$ cat src/rtl/chfifo_pkg.sv
package chfifo_pkg;

    localparam int ADDR_W = 3;
    localparam int DATA_W = 32;
    localparam int PTR_W  = 64;

    // register word addresses
    localparam logic [ADDR_W-1:0] REG_CFG  = 3'd0;
    localparam logic [ADDR_W-1:0] REG_PLO  = 3'd1;
    localparam logic [ADDR_W-1:0] REG_PHI  = 3'd2;
    localparam logic [ADDR_W-1:0] REG_STAT = 3'd3;
    localparam logic [ADDR_W-1:0] REG_ICLR = 3'd4;

    // configuration bits
    localparam int CFG_RST_BIT = 0;
    localparam int CFG_WB_BIT  = 1;
    localparam int CFG_IRQ_BIT = 2;

    // status bits
    localparam int STAT_OVR_BIT  = 16;
    localparam int STAT_PEND_BIT = 17;

    localparam logic [7:0] DONE_MARK = 8'hFF;

    typedef logic [PTR_W-1:0] desc_ptr_t;

    typedef struct packed {
        logic irq_en;
        logic wb_en;
    } chan_cfg_t;

    typedef struct packed {
        logic      push;
        logic      flush;
        logic      irq_clr;
        desc_ptr_t ptr;
    } reg_cmd_t;

    function automatic logic [DATA_W-1:0] pack_status(
        input logic [7:0] occ,
        input logic       ovr,
        input logic       pend
    );
        logic [DATA_W-1:0] s;
        s = '0;
        s[7:0]          = occ;
        s[STAT_OVR_BIT] = ovr;
        s[STAT_PEND_BIT] = pend;
        return s;
    endfunction

    function automatic logic [DATA_W-1:0] pack_cfg(input chan_cfg_t c);
        logic [DATA_W-1:0] v;
        v = '0;
        v[CFG_WB_BIT]  = c.wb_en;
        v[CFG_IRQ_BIT] = c.irq_en;
        return v;
    endfunction

endpackage

$ cat src/rtl/chfifo_regs.sv
module chfifo_regs
    import chfifo_pkg::*;
#(
    parameter int CNT_W = 5
) (
    input  logic              clk,
    input  logic              rst,
    input  logic              wr_en,
    input  logic [ADDR_W-1:0] wr_addr,
    input  logic [DATA_W-1:0] wr_data,
    input  logic [ADDR_W-1:0] rd_addr,
    output logic [DATA_W-1:0] rd_data,
    input  logic [CNT_W-1:0]  occ,
    input  logic              ovr,
    input  logic              pend,
    output reg_cmd_t          cmd,
    output chan_cfg_t         cfg
);

    logic [DATA_W-1:0] lo_q;
    logic [7:0]        occ_b;

    assign occ_b = 8'(occ);

    always_ff @(posedge clk) begin
        if (rst) begin
            cfg  <= '0;
            lo_q <= '0;
        end else if (wr_en) begin
            if (wr_addr == REG_CFG) begin
                cfg.wb_en  <= wr_data[CFG_WB_BIT];
                cfg.irq_en <= wr_data[CFG_IRQ_BIT];
            end
            if (wr_addr == REG_PLO) begin
                lo_q <= wr_data;
            end
        end
    end

    always_comb begin
        cmd.push    = wr_en && (wr_addr == REG_PHI);
        cmd.flush   = wr_en && (wr_addr == REG_CFG) && wr_data[CFG_RST_BIT];
        cmd.irq_clr = wr_en && (wr_addr == REG_ICLR) && wr_data[0];
        cmd.ptr     = {wr_data, lo_q};
    end

    always_comb begin
        case (rd_addr)
            REG_CFG:  rd_data = pack_cfg(cfg);
            REG_PLO:  rd_data = lo_q;
            REG_STAT: rd_data = pack_status(occ_b, ovr, pend);
            default:  rd_data = '0;
        endcase
    end

endmodule

$ cat src/rtl/chfifo_queue.sv
module chfifo_queue #(
    parameter int DEPTH = 24,
    parameter int W     = 64,
    localparam int IDX_W = $clog2(DEPTH),
    localparam int CNT_W = $clog2(DEPTH + 1)
) (
    input  logic             clk,
    input  logic             rst,
    input  logic             flush,
    input  logic             push,
    input  logic [W-1:0]     push_data,
    input  logic             pop,
    output logic [W-1:0]     head,
    output logic             empty,
    output logic [CNT_W-1:0] count,
    output logic             ovr
);

    logic [W-1:0]     mem [DEPTH];
    logic [IDX_W-1:0] wr_idx;
    logic [IDX_W-1:0] rd_idx;
    logic             full;
    logic             accept;
    logic             take;

    function automatic logic [IDX_W-1:0] step(input logic [IDX_W-1:0] i);
        return (i == IDX_W'(DEPTH - 1)) ? '0 : i + 1'b1;
    endfunction

    assign full   = (count == CNT_W'(DEPTH));
    assign empty  = (count == '0);
    assign accept = push && !full;
    assign take   = pop && !empty;
    assign head   = mem[rd_idx];

    always_ff @(posedge clk) begin
        if (accept && !flush) begin
            mem[wr_idx] <= push_data;
        end
    end

    always_ff @(posedge clk) begin
        if (rst || flush) begin
            wr_idx <= '0;
            rd_idx <= '0;
            count  <= '0;
            ovr    <= 1'b0;
        end else begin
            if (accept) wr_idx <= step(wr_idx);
            if (take)   rd_idx <= step(rd_idx);
            case ({accept, take})
                2'b10:   count <= count + 1'b1;
                2'b01:   count <= count - 1'b1;
                default: count <= count;
            endcase
            if (push && full) ovr <= 1'b1;
        end
    end

endmodule

$ cat src/rtl/chfifo_dispatch.sv
module chfifo_dispatch
    import chfifo_pkg::*;
(
    input  logic      clk,
    input  logic      rst,
    input  logic      flush,
    input  logic      empty,
    input  desc_ptr_t head,
    output logic      pop,
    output logic      exec_req,
    output desc_ptr_t exec_ptr,
    input  logic      exec_ack,
    input  logic      wb_en,
    input  logic      irq_clr,
    output logic      wb_valid,
    output desc_ptr_t wb_addr,
    output logic      pend
);

    logic      busy;
    desc_ptr_t cur;
    logic      done;

    assign pop      = !busy && !empty && !flush;
    assign done     = busy && exec_ack && !flush;
    assign exec_req = busy;
    assign exec_ptr = cur;

    always_ff @(posedge clk) begin
        if (rst) begin
            busy     <= 1'b0;
            cur      <= '0;
            wb_valid <= 1'b0;
            wb_addr  <= '0;
            pend     <= 1'b0;
        end else begin
            if (flush || done) begin
                busy <= 1'b0;
            end else if (pop) begin
                busy <= 1'b1;
                cur  <= head;
            end
            wb_valid <= done && wb_en;
            if (done) wb_addr <= cur;
            if (done)         pend <= 1'b1;
            else if (irq_clr) pend <= 1'b0;
        end
    end

endmodule

$ cat src/rtl/chan_desc_fifo.sv
module chan_desc_fifo
    import chfifo_pkg::*;
#(
    parameter int DEPTH = 24,
    localparam int CNT_W = $clog2(DEPTH + 1)
) (
    input  logic              clk,
    input  logic              rst,
    input  logic              wr_en,
    input  logic [ADDR_W-1:0] wr_addr,
    input  logic [DATA_W-1:0] wr_data,
    input  logic [ADDR_W-1:0] rd_addr,
    output logic [DATA_W-1:0] rd_data,
    output logic              exec_req,
    output logic [PTR_W-1:0]  exec_ptr,
    input  logic              exec_ack,
    output logic              wb_valid,
    output logic [PTR_W-1:0]  wb_addr,
    output logic [7:0]        wb_byte,
    output logic              done_irq
);

    reg_cmd_t         cmd;
    chan_cfg_t        cfg;
    logic [CNT_W-1:0] occ_cnt;
    logic             ovr_flag;
    logic             pend_q;
    logic             q_empty;
    logic             q_pop;
    desc_ptr_t        q_head;

    chfifo_regs #(.CNT_W(CNT_W)) regs_i (
        .clk(clk), .rst(rst),
        .wr_en(wr_en), .wr_addr(wr_addr), .wr_data(wr_data),
        .rd_addr(rd_addr), .rd_data(rd_data),
        .occ(occ_cnt), .ovr(ovr_flag), .pend(pend_q),
        .cmd(cmd), .cfg(cfg)
    );

    chfifo_queue #(.DEPTH(DEPTH), .W(PTR_W)) queue_i (
        .clk(clk), .rst(rst), .flush(cmd.flush),
        .push(cmd.push), .push_data(cmd.ptr), .pop(q_pop),
        .head(q_head), .empty(q_empty), .count(occ_cnt), .ovr(ovr_flag)
    );

    chfifo_dispatch disp_i (
        .clk(clk), .rst(rst), .flush(cmd.flush),
        .empty(q_empty), .head(q_head), .pop(q_pop),
        .exec_req(exec_req), .exec_ptr(exec_ptr), .exec_ack(exec_ack),
        .wb_en(cfg.wb_en), .irq_clr(cmd.irq_clr),
        .wb_valid(wb_valid), .wb_addr(wb_addr), .pend(pend_q)
    );

    assign wb_byte  = wb_valid ? DONE_MARK : 8'h00;
    assign done_irq = pend_q && cfg.irq_en;

endmodule

$ cat config.mk
export PLATFORM = sky130hd
export DESIGN_NAME = chan_desc_fifo
export DESIGN_NICKNAME = d
export VERILOG_FILES = /design/src/rtl/chfifo_pkg.sv /design/src/rtl/chfifo_regs.sv /design/src/rtl/chfifo_queue.sv /design/src/rtl/chfifo_dispatch.sv /design/src/rtl/chan_desc_fifo.sv
export SDC_FILE = /design/constraint.sdc
export NUM_CORES = 2
export LEC_CHECK = 0
export BUFFER_PORTS_ARGS = -buffer_cell sky130_fd_sc_hd__buf_2
export CELL_PAD_IN_SITES_DETAIL_PLACEMENT = 1
export CELL_PAD_IN_SITES_GLOBAL_PLACEMENT = 1
export CORE_ASPECT_RATIO = 1.25
export CORE_UTILIZATION = 35
export CTS_CLUSTER_SIZE = 30
export DETAILED_ROUTE_END_ITERATION = 7
export PLACE_DENSITY_LB_ADDON = 0.05
export SYNTH_ARGS = -nofsm -noshare
export SYNTH_HDL_FRONTEND = slang
export SYNTH_SLANG_ARGS = --single-unit
$ cat constraint.sdc
create_clock -name clk -period 4.2 [get_ports clk]
set_input_delay 0 -clock clk [delete_from_list [all_inputs] [get_ports clk]]
set_output_delay 0 -clock clk [all_outputs]
set_load 0.02 [all_outputs]
# --- Yosys cells after proc, flatten, opt, wreduce, memory -nomap -nowiden ---
# Memory sizes are Yosys's and may differ from the RTL's. A register that Yosys moved wholly into a read port is not among the register bits.
# Index checks and enable logic that the tools add are counted.
# W data, S select, Z words.
op_classes:
  n_bitwise: 1
  n_addsub: 4
  mux: 9
  reduce_logical: 30
  eq_ne: 10
ops:
  columns: ["op", "count"]
  rows:
  - ["$pmux W32 S3", 1]
  - ["$add A5 B1 Y5 const B", 3]
  - ["$eq A5 B5 Y1 const B", 3]
  - ["$logic_and A1 B1 Y1", 15]
  - ["$mux W5", 2]
  - ["$pmux W5 S2", 1]
  - ["$mux W8", 1]
  - ["$eq A3 B1 Y1 const B", 2]
  - ["$eq A3 B2 Y1 const B", 2]
  - ["$logic_not A3 Y1", 2]
  - ["$reduce_and A2 Y1", 3]
  - ["$logic_not A5 Y1", 1]
  - ["$sub A5 B1 Y5 const B", 1]
  - ["$logic_not A1 Y1", 4]
  - ["$mux W1", 4]
  - ["$reduce_bool A2 Y1", 2]
  - ["$eq A3 B3 Y1 const B", 1]
  - ["$eq A2 B1 Y1 const B", 1]
  - ["$eq A2 B2 Y1 const B", 1]
  - ["$logic_or A1 B1 Y1", 2]
  - ["$reduce_or A2 Y1", 1]
  - ["$not A1 Y1", 1]
word_totals:
  n_memories: 1
  inputBits: 42
  wordCells: 66
  out_inout_bits: 171
  mem_bits_rw: 1536
  ff_bits: 117
mem_list:
  columns: ["name", "words", "word_bits", "read_ports", "rd_clocked_by_memory_dff", "wr", "line_no", "rtl"]
  rows:
  - ["queue_i.mem", 24, 64, 1, 1, 1, "chfifo_queue.sv:19", "logic [W-1:0] mem [DEPTH];"]

# --- Logic depth before layout (Yosys ltp) ---
depth:
  ltp_word: 8
  mapped_depth: 14
  mapped_depth_nobuf: 12

# --- By module ---
# Synthesis repeated with hierarchy kept, for this count alone.
unflattened:
  cells_unflattened: 3299
  area_unflattened_um2: 66543.8
modules_own_cells:
  columns: ["module", "cells_each", "area_each_um2", "instances", "seq_area_each_um2"]
  rows:
  - ["chfifo_queue", 2564, 58951.5, 1, 46544.6]
  - ["chfifo_dispatch", 495, 5408.9, 1, 2622.5]
  - ["chfifo_regs", 231, 2117.0, 1, 680.7]
  - ["chan_desc_fifo", 9, 66.3, 1, 0.0]

# --- Worst setup path before layout ---
# OpenSTA, ideal clock, no wires.
synth_path:
  path_type: "register to register"
  startpoint: "reg queue_i.count[3]"
  endpoint: "mem queue_i.mem[4][0], enable pin"
  required_time_ns: 3.714
  slack_ns: -0.086
  n_path_buf: 1
  arrival_ns: 3.800
  stages_incl_launch_ff: 6
  synth_period_minus_slack_ns: 4.286
  setup_ns: 0.486
  cell_sequence: "dfxtp_1 -> and2_1 -> a21boi_0 -> buf_2 -> nand2_1 -> nor2_1"
synth_via:
  elab_chain_len: 6
synth_lines:
  columns: ["element", "line_no", "rtl"]
  rows:
  - ["start: declaration", "chfifo_queue.sv:15", "output logic [CNT_W-1:0] count,"]
  - ["start signal: assignment", "chfifo_queue.sv:52", "2'b10: count <= count + 1'b1;"]
  - ["start signal: assignment", "chfifo_queue.sv:53", "2'b01: count <= count - 1'b1;"]
  - ["start signal: assignment", "chfifo_queue.sv:54", "default: count <= count;"]
  - ["$eq A5 B5 Y1", "chfifo_queue.sv:30", "assign full = (count == CNT_W'(DEPTH));"]
  - ["$logic_not A1 Y1", "chfifo_queue.sv:32", "assign accept = push && !full;"]
  - ["$logic_and A1 B1 Y1", "chfifo_queue.sv:32", null]
  - ["$logic_and A1 B1 Y1", "chfifo_queue.sv:37", "if (accept && !flush) begin"]
  - ["$mux W1", "chfifo_queue.sv:37", null]
  - ["$mux W1 (not written as such)", "chfifo_queue.sv:38", "mem[wr_idx] <= push_data;"]
  - ["end: declaration", "chfifo_queue.sv:19", null]
# No other way between the ends.

# --- Final worst setup path ---
layout_path:
  startpoint: "reg queue_i.count[0]"
  endpoint: "reg queue_i.count[4]"
layout_via:
  elab_chain_len: 7
  elab_cells_between_ends: 14
  cone_classes: "add/sub: 2; eq/ne: 3; mux: 1; reduce/logical: 8"
layout_lines:
  columns: ["element", "line_no", "rtl"]
  rows:
  - ["$logic_not A5 Y1", "chfifo_queue.sv:31", "assign empty = (count == '0);"]
  - ["$logic_not A1 Y1", "chfifo_queue.sv:33, chfifo_dispatch.sv:24", null]
  - ["$logic_and A1 B1 Y1 (2 in a row)", "chfifo_dispatch.sv:24", "assign pop = !busy && !empty && !flush;"]
  - ["$logic_and A1 B1 Y1", "chfifo_queue.sv:33", "assign take = pop && !empty;"]
  - ["$eq A2 B1 Y1 or $eq A2 B2 Y1 (tied branches)", "chfifo_queue.sv:51", "case ({accept, take})"]
  - ["$pmux W5 S2 or $reduce_bool A2 Y1 (tied branches)", null, null]
# Several ways; a longest one is shown, not always the timed one.
# A chain may end at the register's enable or synchronous reset.

==> results.py <==
metrics = {
    "timing": {
        "relSlewSlack": 0.1066,
        "drv_slew": 0,
        "setup_viol": 0,
        "grt_setup_unrepaired": "false",
        "period_share": 0.7784,
        "hold_violations": 0,
        "max_clock_freq_mhz": 305.9,
        "worst_clock_skew_ns": 0.03401,
        "fin_crit_ns": 3.269,
        "worst_slew_pin_slew_ns": 1.338,
        "fin_tns_setup_ns": 0,
    },
    "floorplanning": {
        "die_x_um": 389.4,
        "pin_count": 213,
        "die_y_um": 486.3,
        "fp.dieArea_mm2": 0.1894,
        "start_util": 0.3526,
        "core_mm2": 0.1863,
        "placement_rows": 177,
    },
    "clock_network": {
        "cts_root_buf": "clkbuf_16",
        "postCtsSetupBuffers": 0,
        "cts_buffers": 181,
        "clock_latency_ns": 0.83,
        "cts_sinks": 1717,
        "tritoncts": "built",
        "cts_htree_levels": 4,
        "path_clk_slew_ns": 0.06,
        "clockBufferDepth": 3,
    },
    "global_routing": {
        "grt_pass1_vias": 38390,
        "grt_pass1_wl_mm": 290.7,
        "antenna_found_initial": 15,
        "grt_max_degree": 100,
        "grt-ovfl-total": 0,
        "track_usage": 0.2187,
    },
    "finish": {
        "layout.cells.non_filler": 6708,
        "layout_common_cells": "1536 x edfxtp_1, 386 x mux2_2, 211 x buf_2",
        "mostFrequentLayoutCell": "edfxtp_1",
        "final_net_count": 4089,
        "areaGrowthSynthToFinish_pct": 16.31,
        "drive_above_1_share": 0.2711,
    },
    "synthesis": {
        "synth_seq_cells": 1717,
        "syn_inst": 3731,
        "synth_top_area_frac": 0.7023,
        "syn_area_mm2": 0.06567,
        "synth_flop_cell": "edfxtp_1",
        "synthTopCellsByArea": "edfxtp_1 70%, mux2_2 6.6%, dfxtp_1 5.5%, mux4_2 4.4%, a211oi_1 2.2%",
        "synth_nets": 3783,
        "async_reset_ff_frac": 0,
        "synth_top_cell_by_area": "edfxtp_1",
        "avgSynthCellArea_um2": 17.60,
        "synthDistinctLibCells": 47,
        "yosys_warnings": 0,
        "synth_seq_area_share": 0.7575,
        "synth_edf_count": 1536,
    },
    "worst_setup_path": {
        "arrival_ns": 4.02,
        "start_kind": "flip-flop",
        "reg2reg_from": "queue_i.count[0]$_SDFFE_PP0P_",
        "required_ns": 4.95,
        "path_class": "reg2reg",
        "r2r_end": "queue_i.count[4]$_SDFFE_PP0P_",
        "reg2regPathDepth": 12,
        "critPathMaxFanout": 24,
        "end_kind": "flip-flop",
        "rrSetupSlack_ns": 0.93,
    },
    "routing": {
        "drt_iter0_drc": 2439,
        "dr.pass1.iters": 5,
        "drc_errors": 0,
        "vias": 36110,
        "wl_mm": 207.6,
        "drtAntennaViolNets": 0,
        "wire_per_inst_um": 30.94,
        "via_per_inst": 5.383,
    },
    "status": {
        "outcome": "finished clean",
    },
    "place": {
        "io_buffers": 212,
        "post-dp-hpwl_mm": 114.0,
        "finalWeightedCongestion": 0.7320,
        "dp.cells": 6316,
    },
    "power": {
        "p_leak_nw": 24.61,
        "power.density_mw_per_mm2": 565.9,
        "vdd_ir_drop_max_mv": 0.4571,
    },
    "hold_path": {
        "min_from": "exec_ack",
        "min_to": "disp_i.exec_req$_SDFFE_PP0P_",
        "min_delay_path_depth": 4,
        "hold_path.class": "in2reg",
    },
    "flow_run": {
        "cap_violations": 0,
    },
}
-- Yosys cell counts, drive strengths merged, types with 64 or more instances --
cell	number
nor2	183
edfxtp	1536
a22oi	66
clkbuf	117
a21oi	110
mux2i	73
a211oi	192
nand2	208
o22ai	192
buf	130
dfxtp	181
mux2	386
a221oi	64
mux4	128
nor2b	68
-- per-stage QoR --
stage               cell area (µm²)  utilization  hold WS [ns]  total power (W)  worst slack, ns
floorplan                     65670            -       0.07979          0.02508         -0.08614
finish                        76390       0.4101        0.1370          0.04323           0.9307
detailed placement            70250       0.3772        0.2885          0.02821           0.9307
global placement              70250       0.3772        0.2888          0.02814           0.8770
global route                  76370       0.4100        0.1200          0.04489           0.6564
CTS                           76370       0.4100       0.05609          0.04384           0.9105
-- critical path, stage by stage, from the launching register on --
cell and delay, ns:
dfxtp_1 0.40, nor3_1 0.12, nor3b_1 0.17, or3_4 0.36, inv_4 0.28, ha_1 0.32
inv_1 0.11, fa_1 0.39, nor2b_1 0.15, o21ai_0 0.12, and3_1 0.21, or4_1 0.41
a21oi_1 0.15
-- worst max-delay path by stage --
stage	end	startpoint	slack, ns
finish	queue_i.count[4]$_SDFFE_PP0P_	queue_i.count[0]$_SDFFE_PP0P_	0.93
floorplan	queue_i.mem[4][0]$_DFFE_PP_	queue_i.count[3]$_SDFFE_PP0P_	-0.09
CTS	queue_i.count[4]$_SDFFE_PP0P_	queue_i.count[0]$_SDFFE_PP0P_	0.91
detailed placement	queue_i.count[4]$_SDFFE_PP0P_	queue_i.count[0]$_SDFFE_PP0P_	0.93
global route	queue_i.count[4]$_SDFFE_PP0P_	queue_i.count[0]$_SDFFE_PP0P_	0.66
global placement	queue_i.count[4]$_SDFFE_PP0P_	queue_i.count[0]$_SDFFE_PP0P_	0.88
-- cell type report --
type                            instances  area (µm²)
Fill cell                           17920      109900
Sequential cell                      1717       49760
Multi-Input combinational cell       1757       15020
Clock buffer                          266        5147
Tap cell                             2506        3136
Timing Repair Buffer                  370        2729
Clock inverter                         74       531.8
Inverter                               10       40.04
Antenna cell                            8       20.02
-- state kept, by name, indices dropped and copies added, names as in the netlist --
| signal | count |
|---|---|
| queue_i.mem | 1536 |
| disp_i.exec_ptr | 64 |
| disp_i.wb_addr | 64 |
| regs_i.lo_q | 32 |
| queue_i.count | 5 |
| queue_i.rd_idx | 5 |
| queue_i.wr_idx | 5 |
| regs_i.cfg | 2 |
| disp_i.exec_req | 1 |
| disp_i.pend | 1 |
| disp_i.wb_valid | 1 |
| queue_i.ovr | 1 |
-- metal layers --
metal  vias to the layer above  track usage  routed length (µm)
met2                       845       0.3611              100100
li1                      15510            -                   -
met4                         0      0.05769                4711
met5                         -            0                   0
met3                       261      0.03378                9480
met1                     19490       0.3003               93270
-- where the power goes --
group / switching, W / total [W] / leakage, nW / internal [W]
registers: 0.000610 / 0.0195 / 15.8 / 0.0189
clock network: 0.00672 / 0.0155 / 2.78 / 0.00879
logic: 0.00503 / 0.00821 / 6.05 / 0.00318
total: 0.0124 / 0.0432 / 24.6 / 0.0309
-- cell families (layout without fill, tap and decap cells) --
group           count (synthesis)  count (layout)  synth area share
flops                        1717            1717            0.7575
compound gates                634             634           0.06573
mux                           587             587            0.1212
simple gates                  522             522           0.03530
buf+inv                       257             720           0.01768
fa+ha+maj                      10              10          0.002020
xor+xnor                        4               4         0.0005336
other cells                     0               8                 0
-- what timing repair did --
| item | in CTS | in global routing |
|---|---|---|
| resized for setup | 0 | 0 |
| endpoints found under the hold margin | 866 | 0 |
| hold buffers | 44 | 0 |
No activity file was read; power rests on OpenSTA's default activity.
